`config.mk`:
```
export PLATFORM = sky130hd
export DESIGN_NAME = tx_align_unpacker
export DESIGN_NICKNAME = d
export VERILOG_FILES = /design/src/rtl/txu_pkg.sv /design/src/rtl/txu_cmd_decode.sv /design/src/rtl/txu_seq.sv /design/src/rtl/txu_byte_out.sv /design/src/rtl/tx_align_unpacker.sv
export SDC_FILE = /design/constraint.sdc
export NUM_CORES = 1
export LEC_CHECK = 0
export BUFFER_PORTS_ARGS = -buffer_cell sky130_fd_sc_hd__buf_2
export CORE_AREA = 2 2 120 122
export DETAILED_ROUTE_END_ITERATION = 6
export DIE_AREA = 0 0 122 124
export PLACE_DENSITY_LB_ADDON = 0.2
export SLEW_MARGIN = 20
export SYNTH_ARGS = -nofsm -noshare
export SYNTH_HDL_FRONTEND = slang
export SYNTH_SLANG_ARGS = --single-unit
```
`constraint.sdc`:
```
create_clock -name clk -period 8.45 [get_ports clk]
set_input_delay 2.535 -clock clk [delete_from_list [all_inputs] [get_ports clk]]
set_output_delay 2.535 -clock clk [all_outputs]
set_load 0.005 [all_outputs]
```
`src/rtl/txu_pkg.sv`:
```
package txu_pkg;

   // command word A layout
   localparam int CMD_SIZE_W    = 11;
   localparam int CMD_SIZE_LSB  = 0;
   localparam int CMD_LAST_BIT  = 12;
   localparam int CMD_FIRST_BIT = 13;
   localparam int CMD_OFS_W     = 5;
   localparam int CMD_OFS_LSB   = 16;
   localparam int CMD_ALIGN_LSB = 24;

   // end-alignment codes
   localparam logic [1:0] ALN_W4  = 2'b00;
   localparam logic [1:0] ALN_B16 = 2'b01;
   localparam logic [1:0] ALN_B32 = 2'b10;

   typedef enum logic [1:0] {
      ST_CMD_A = 2'd0,
      ST_CMD_B = 2'd1,
      ST_DATA  = 2'd2
   } txu_state_e;

   typedef struct packed {
      logic [CMD_OFS_W-1:0]  ofs;
      logic [CMD_SIZE_W-1:0] size;
      logic [1:0]            align;
      logic                  first;
      logic                  last;
   } txu_cmd_t;

endpackage

```
`src/rtl/txu_cmd_decode.sv`:
```
module txu_cmd_decode
   import txu_pkg::*;
#(
   parameter int DATA_W = 32,
   parameter int TOT_W  = CMD_SIZE_W + 1,
   parameter int CNT_W  = TOT_W - 2
) (
   input  logic [DATA_W-1:0] cmd_word,
   output txu_cmd_t          cmd,
   output logic [CNT_W-1:0]  n_words
);

   logic [TOT_W-1:0] span;
   logic [TOT_W-1:0] rnd;
   logic             unused_bits;

   always_comb begin
      cmd.size  = cmd_word[CMD_SIZE_LSB +: CMD_SIZE_W];
      cmd.last  = cmd_word[CMD_LAST_BIT];
      cmd.first = cmd_word[CMD_FIRST_BIT];
      cmd.ofs   = cmd_word[CMD_OFS_LSB +: CMD_OFS_W];
      cmd.align = cmd_word[CMD_ALIGN_LSB +: 2];
   end

   assign span = TOT_W'(cmd.size) + TOT_W'(cmd.ofs);

   // round the span up to the boundary, then convert to words
   always_comb begin
      case (cmd.align)
         ALN_B16: begin
            rnd     = span + TOT_W'(15);
            n_words = CNT_W'({rnd[TOT_W-1:4], 2'b00});
         end
         ALN_B32: begin
            rnd     = span + TOT_W'(31);
            n_words = CNT_W'({rnd[TOT_W-1:5], 3'b000});
         end
         default: begin
            rnd     = span + TOT_W'(3);
            n_words = CNT_W'(rnd[TOT_W-1:2]);
         end
      endcase
   end

   assign unused_bits = ^{cmd_word[DATA_W-1:CMD_ALIGN_LSB+2],
                          cmd_word[CMD_ALIGN_LSB-1:CMD_OFS_LSB+CMD_OFS_W],
                          cmd_word[CMD_OFS_LSB-1:CMD_FIRST_BIT+1],
                          cmd_word[CMD_LAST_BIT-1:CMD_SIZE_LSB+CMD_SIZE_W]};

endmodule

```
`src/rtl/txu_seq.sv`:
```
module txu_seq
   import txu_pkg::*;
#(
   parameter int CNT_W = 10
) (
   input  logic             clk,
   input  logic             rst_n,
   input  logic             acc,
   input  txu_cmd_t         cmd_dec,
   input  logic [CNT_W-1:0] n_words_dec,
   output txu_state_e       state,
   output txu_cmd_t         cmd_q,
   output logic [CNT_W-1:0] word_idx
);

   logic [CNT_W-1:0] words_q;
   logic [CNT_W-1:0] idx_nxt;

   assign idx_nxt = word_idx + CNT_W'(1);

   always_ff @(posedge clk or negedge rst_n) begin
      if (!rst_n) begin
         state    <= ST_CMD_A;
         cmd_q    <= '0;
         words_q  <= '0;
         word_idx <= '0;
      end else if (acc) begin
         case (state)
            ST_CMD_A: begin
               cmd_q   <= cmd_dec;
               words_q <= n_words_dec;
               state   <= ST_CMD_B;
            end
            ST_CMD_B: begin
               word_idx <= '0;
               state    <= (words_q == '0) ? ST_CMD_A : ST_DATA;
            end
            ST_DATA: begin
               word_idx <= idx_nxt;
               if (idx_nxt == words_q) state <= ST_CMD_A;
            end
            default: state <= ST_CMD_A;
         endcase
      end
   end

endmodule

```
`src/rtl/txu_byte_out.sv`:
```
module txu_byte_out #(
   parameter int DATA_W = 32,
   parameter int OFS_W  = 5,
   parameter int SIZE_W = 11,
   parameter int CNT_W  = 10,
   parameter int TOT_W  = 12
) (
   input  logic              clk,
   input  logic              rst_n,
   input  logic              load,
   input  logic [DATA_W-1:0] word,
   input  logic [CNT_W-1:0]  word_idx,
   input  logic [OFS_W-1:0]  ofs,
   input  logic [SIZE_W-1:0] size,
   input  logic              first_seg,
   input  logic              last_seg,
   input  logic              out_ready,
   output logic              out_valid,
   output logic [7:0]        out_data,
   output logic              out_first,
   output logic              out_last,
   output logic              busy
);

   localparam int LANES = DATA_W / 8;
   localparam int SEL_W = $clog2(LANES);

   logic [DATA_W-1:0] word_q;
   logic [LANES-1:0]  pend_q, first_q, last_q;
   logic [LANES-1:0]  pay_m, first_m, last_m;
   logic [SEL_W-1:0]  sel;
   logic [TOT_W-1:0]  beg_idx, end_idx;

   assign beg_idx = TOT_W'(ofs);
   assign end_idx = TOT_W'(ofs) + TOT_W'(size);

   // per-lane classification of the incoming word
   for (genvar ln = 0; ln < LANES; ln++) begin : g_lane
      logic [TOT_W-1:0] idx;
      assign idx        = TOT_W'({word_idx, SEL_W'(ln)});
      assign pay_m[ln]   = (idx >= beg_idx) && (idx < end_idx);
      assign first_m[ln] = pay_m[ln] && first_seg && (idx == beg_idx);
      assign last_m[ln]  = pay_m[ln] && last_seg && (idx == end_idx - TOT_W'(1));
   end

   // lowest pending lane goes out first
   always_comb begin
      sel = '0;
      for (int i = LANES - 1; i >= 0; i--) begin
         if (pend_q[i]) sel = SEL_W'(i);
      end
   end

   always_ff @(posedge clk or negedge rst_n) begin
      if (!rst_n) begin
         word_q  <= '0;
         pend_q  <= '0;
         first_q <= '0;
         last_q  <= '0;
      end else if (load) begin
         word_q  <= word;
         pend_q  <= pay_m;
         first_q <= first_m;
         last_q  <= last_m;
      end else if (out_valid && out_ready) begin
         pend_q[sel] <= 1'b0;
      end
   end

   assign busy      = |pend_q;
   assign out_valid = busy;
   assign out_data  = word_q[{sel, 3'b000} +: 8];
   assign out_first = busy && first_q[sel];
   assign out_last  = busy && last_q[sel];

endmodule

```
`src/rtl/tx_align_unpacker.sv`:
```
module tx_align_unpacker
   import txu_pkg::*;
#(
   parameter int          ADDR_W      = 8,
   parameter int          DATA_W      = 32,
   parameter int          ALIAS_WORDS = 8,
   parameter logic [7:0]  PORT_BASE   = 8'h20
) (
   input  logic              clk,
   input  logic              rst_n,
   input  logic              wr_en,
   input  logic [ADDR_W-1:0] wr_addr,
   input  logic [DATA_W-1:0] wr_data,
   output logic              wr_ready,
   output logic              out_valid,
   input  logic              out_ready,
   output logic [7:0]        out_data,
   output logic              out_first,
   output logic              out_last
);

   localparam int TOT_W  = CMD_SIZE_W + 1;
   localparam int CNT_W  = TOT_W - 2;
   localparam int ALS_W  = (ALIAS_WORDS > 1) ? $clog2(ALIAS_WORDS) : 1;
   localparam logic [ADDR_W-1:0] BASE_A = ADDR_W'(PORT_BASE);

   initial begin
      if (DATA_W != 32)
         $error("tx_align_unpacker: DATA_W must be 32");
      if ((ALIAS_WORDS & (ALIAS_WORDS - 1)) != 0)
         $error("tx_align_unpacker: ALIAS_WORDS must be a power of two");
      if ((int'(PORT_BASE) % ALIAS_WORDS) != 0)
         $error("tx_align_unpacker: PORT_BASE must be aligned to the window");
      if (ALS_W >= ADDR_W)
         $error("tx_align_unpacker: window wider than address");
   end

   logic             hit, acc, busy;
   txu_state_e       state;
   txu_cmd_t         cmd_dec, cmd_q;
   logic [CNT_W-1:0] n_words_dec, word_idx;
   logic             unused_bits;

   // address window decode
   if (ALIAS_WORDS == 1) begin : g_single
      assign hit = (wr_addr == BASE_A);
      assign unused_bits = ^cmd_q.align;
   end else begin : g_window
      assign hit = (wr_addr[ADDR_W-1:ALS_W] == BASE_A[ADDR_W-1:ALS_W]);
      assign unused_bits = ^{cmd_q.align, wr_addr[ALS_W-1:0]};
   end

   assign wr_ready = !busy;
   assign acc      = wr_en && hit && wr_ready;

   txu_cmd_decode #(
      .DATA_W (DATA_W),
      .TOT_W  (TOT_W),
      .CNT_W  (CNT_W)
   ) u_dec (
      .cmd_word (wr_data),
      .cmd      (cmd_dec),
      .n_words  (n_words_dec)
   );

   txu_seq #(
      .CNT_W (CNT_W)
   ) u_seq (
      .clk         (clk),
      .rst_n       (rst_n),
      .acc         (acc),
      .cmd_dec     (cmd_dec),
      .n_words_dec (n_words_dec),
      .state       (state),
      .cmd_q       (cmd_q),
      .word_idx    (word_idx)
   );

   txu_byte_out #(
      .DATA_W (DATA_W),
      .OFS_W  (CMD_OFS_W),
      .SIZE_W (CMD_SIZE_W),
      .CNT_W  (CNT_W),
      .TOT_W  (TOT_W)
   ) u_out (
      .clk       (clk),
      .rst_n     (rst_n),
      .load      (acc && (state == ST_DATA)),
      .word      (wr_data),
      .word_idx  (word_idx),
      .ofs       (cmd_q.ofs),
      .size      (cmd_q.size),
      .first_seg (cmd_q.first),
      .last_seg  (cmd_q.last),
      .out_ready (out_ready),
      .out_valid (out_valid),
      .out_data  (out_data),
      .out_first (out_first),
      .out_last  (out_last),
      .busy      (busy)
   );

endmodule

```
# == After elaboration in Yosys (flattened, before gate mapping) ==
# Index checks and enable logic that the tools add are counted.
# totals
register_bits,84
inputBits,44
out_inout_bits,12
# classes
add_sub_neg,7
order_cmp,10
n_eq_ne,15
shift,1
n_mux,17
bitwise,2
reduce_logical,36
# ops
op,count
equality test 12 bit,4
equality test 12 x 5 -> 1 bit,4
greater-or-equal comparator 12 x 5 -> 1 bit,4
< comparator 12 bit,4
one-hot mux 10 bit (2 select lines),2
indexed part select 32 x 6 -> 8 bit,1
logical AND 1 bit,27
adder 11 x 5 -> 12 bit,1
adder 12 x 2 -> 12 bit (second input constant),1
adder 12 x 4 -> 12 bit (second input constant),1
adder 12 x 5 -> 12 bit (second input constant),1
adder 5 x 11 -> 12 bit,1
two-way mux 2 bit,6
subtractor 12 x 1 -> 12 bit (second input constant),1
adder 10 x 1 -> 10 bit (second input constant),1
equality test 10 bit,1
zero test 10 bit,1
two-way mux 4 bit,2
one-hot mux 2 bit (3 select lines),1
AND reduction 2 bit,3
equality test 5 x 3 -> 1 bit (second input constant),1
bitwise AND 4 bit,1
binary-select mux 1 bit (select 2 bit),2
equality test 2 x 1 -> 1 bit (second input constant),2
other kinds (11),15

# == Longest topological paths before layout ==
# depth
depth_word,12
mapped_depth,15

# == Modules after synthesis ==
# A second synthesis with hierarchy kept.
# unflattened
hier_cells,709
area_unflattened_um2,6648.9
# by_module_without_submodules
module,instances,cells_each,area_per_inst_um2
txu_byte_out,1,365,3387.0
txu_seq,1,189,2193.4
txu_cmd_decode,1,149,1023.5
tx_align_unpacker,1,6,45.0

# == Least setup slack after synthesis ==
# OpenSTA, ideal clock, no wires.
# synth_timing
kind,input-to-reg
startpoint,input wr_data[0]
endpoint,register u_seq.words_q[6]
setup_time_ns,0.146
arrival_time_ns,5.098
path_slack_ns,3.205
path_stages,11
path_buffers,0
path_cell_list,ha_1 fa_1 a21o_1 a21o_1 xor2_1 o21ai_0 nor3_1 nand3b_1 and3b_1 a2111oi_0 a311oi_1
# synth_via
elab_chain_cells,3
elab_cells_between_ends,5
cone_classes,4 x add/sub; 1 x mux
# synth_rtl
item,line_no,text
start: declaration,tx_align_unpacker.sv:13,"input logic [DATA_W-1:0] wr_data,"
adder 11 x 5 -> 12 bit *,txu_cmd_decode.sv:25,assign span = TOT_W'(cmd.size) + TOT_W'(cmd.ofs);
adder 12 x 2 -> 12 bit (tied with other cells),txu_cmd_decode.sv:39,rnd = span + TOT_W'(3);
one-hot mux 10 bit (2 select lines) *,txu_cmd_decode.sv:29,case (cmd.align)
end signal: assignment,txu_seq.sv:31,words_q <= n_words_dec;
end: declaration,txu_seq.sv:16,logic [CNT_W-1:0] words_q;
# Every way passes the cells marked *; elsewhere a longest branch is shown, timed or not.
# A chain may end at the register's enable or synchronous reset.

# == Final worst setup path ==
# Ends and elaborated chain as after synthesis.

==> reports/metrics.csv <==
metric,value,unit
status,"finished, final reports clean",
cp_top_family,compound AO/OA/AOI/OAI gates,
fin_crit_sh,66.5,%
arrival,5.78,ns
grt_max_degree,85,
crit_top_cell,a21o_1,
grt_use_total,21.5,%
drtAntennaViolNets,0,
coreArea,13700,um2
synth_edf_count,0,
synth_seq_cells,84,
critPathBufInv,1,
grt_pass1_vias,5081,
vias,5394,
max_freq,0.178,GHz
yosysWarnings,0,
syn-num-nets,788,
cap_violations,0,
p_leak,3.13,nW
cts_buffers,9,
root_buffer,clkbuf_16,
rows,43,
cts.sinks,84,
p_per_area,172,nW/um2
crit_start,wr_data[0],
post-route-util,49.8,%
gp_congestion,0.881,
tightestPinTransition,1.08,ns
dr.first_iter.drc_count,409,
rsz0062_at_grt,no,
finalMaxSlewViolations,0,
path_max_fanout,5,
synth_top_family_by_area,simple AND/OR/NAND/NOR gates,
vias_per_cell,5.80,
crit_path_cell_trace,"buf_2, ha_1, fa_1, a21o_1, a21o_1, xor2_1, o21ai_0, nor3_1, nand3b_1, and3b_1, a2111oi_0, a311oi_1",
drc,0,
gr-total-overflow,0,
finClkSkew,0.00901,ns
setup_viol,0,
yosysMostFrequentCell,nand2_1,
final_layout_size_suffix_gt1_share,15.5,%
synth_cells,714,
dieArea,15100,um2
synth_compound_area_share,17.9,%
cts_tree,yes,
grt_pass1_wl,25500,um
fin_crit,5.62,ns
clockBufferDepth,2,
critPathMaxStageDelay,0.52,ns
h-tree-depth,3,
synth_top_cells_by_count,"nand2_1, dfrtp_1, nor2_1",
synth_top_area_cell,dfrtp_1,
ys_types,72,
wl,15500,um
cp_data_required_time,8.62,ns
synth_top_area_share,34.1,%
dp_hpwl,11600,um
cts.clk_slew.worst_paths,0.07,ns
synthMuxAreaShare,7.97,%
min_from,u_out.last_q[2],
die_x,122,um
hold_viol,0,
yosys.area_share.xor_xnor,8.76,%
ios,56,
seq_area_frac_synth,34.1,%
insertion_delay,0.34,ns
synth_area,6160,um2
synthAdderAreaFrac,6.50,%
die_y,124,um
critPathCaptureType,flop,
fin_nets,819,
critPathLaunchType,primary input,
start_util,44.9,%
yosys.area_share.simple,21.0,%
post-cts-setup-buffers,0,
critical_path_class,primary input to flop,
synthTopCellsByArea,"dfrtp_1, nand2_1, mux2_2, ha_1, xnor2_1",
r2r_start,u_seq.cmd_q[15],
antenna_found_initial,0,
ctsResizeCount,0,
numPortBuffers,52,
crit_slowest_cell,nor3_1,
syn_to_final_growth,10.9,%
cts_hold_buf,0,
async_reset_ff_share,100,%
relSlewSlack,27.1,%
min_path_type,flop to flop,
avgSynthCellArea,8.62,um2
timing.setup.tns,0,ns
diodes,0,
drt_pass1_iterations,5,
ys.flop_type,dfrtp_1,
post_drt_wl_per_cell,16.6,um
ir_worst_vdd,0.103,mV
-- layout by cell type (no fill, tap or decap), types with 5 or more instances in the layout --
| master | instances |
|---|---|
| nand2_1 | 101 |
| dfrtp_1 | 84 |
| nor2_1 | 61 |
| o21ai_0 | 55 |
| buf_2 | 51 |
| a21oi_1 | 37 |
| xnor2_1 | 37 |
| mux2_2 | 32 |
| ha_1 | 28 |
| inv_1 | 26 |
| nand3_1 | 20 |
| xor2_1 | 19 |
| a31oi_1 | 15 |
| nor3_1 | 14 |
| mux2i_1 | 13 |
| o31ai_1 | 13 |
| and3_1 | 10 |
| clkbuf_16 | 9 |
| a21o_1 | 7 |
| and2_1 | 7 |
| nand4_1 | 7 |
| nor2b_1 | 6 |
| or3_1 | 6 |
| nand3b_1 | 6 |
| a211oi_1 | 5 |
| a22oi_1 | 5 |
-- cell type report --
type | instances | area (um2)
repair buffers | 53 | 274
clock inverters | 7 | 81.3
multi-input cells | 571 | 3820
inverters | 26 | 97.6
well taps | 180 | 225
flip-flops and latches | 84 | 2100
fillers | 1311 | 6890
clock buffers | 9 | 225
-- worst min-delay path, stage by stage, from the launching register on --
cell and delay (ns):
dfrtp_1 0.35, nand2_1 0.05, o31ai_1 0.05
-- metal layers --
| metal | global-route usage, % | up-vias | part of all wire (%) |
|---|---|---|---|
| met5 | 0 | - | 0 |
| met4 | 7.40 | 0 | 2.0 |
| met3 | 2.20 | 17 | 4.3 |
| met2 | 35.3 | 137 | 48 |
| met1 | 29.8 | 2627 | 46 |
| li1 | - | 2613 | - |
-- sequential cells by signal, indices dropped and copies added, names as in the netlist --
name            count
u_out.first_q       4
u_out.last_q        4
u_out.pend_q        4
u_out.word_q       32
u_seq.cmd_q        18
u_seq.state         2
u_seq.word_idx     10
u_seq.words_q      10
-- final timing paths --
path	endpoint	slack, ns	cells past startpoint
setup / recovery	u_seq.words_q[6]	2.83	12
hold / removal	u_out.last_q[2]	0.49	2
setup reg to reg	u_out.first_q[0]	3.50	15
hold reg to reg	u_out.last_q[2]	0.49	2
max in group asynchronous	u_seq.word_idx[4]	5.70	1
min in group asynchronous	u_out.word_q[30]	2.23	1
-- where the power goes --
group | total, mW | switching (mW) | internal [mW]
clock network | 0.409 | 0.175 | 0.234
logic | 0.301 | 0.175 | 0.126
registers | 0.466 | 0.0328 | 0.433
total | 1.18 | 0.383 | 0.793
-- cells by family after synthesis --
logic type | count (synthesis)
fa+ha+maj | 31
compound gates | 172
flops | 84
xor+xnor | 59
buf+inv | 59
simple gates | 264
mux | 45
-- through the flow --
step                      setup slack, ns  power [mW]  cells  instance area [um2]  hold WS [ns]
after CTS                            2.87        1.19    930                 6830         0.487
after global routing                 2.57        1.25    930                 6830         0.519
after global placement               2.67       0.762    914                 6520         0.468
after detailed placement             2.53       0.773    914                 6520         0.472
after floorplan                      3.21       0.688    714                 6160         0.444
final                                2.83        1.18    930                 6830         0.486
Note: power is estimated with default switching activity, not from simulation.
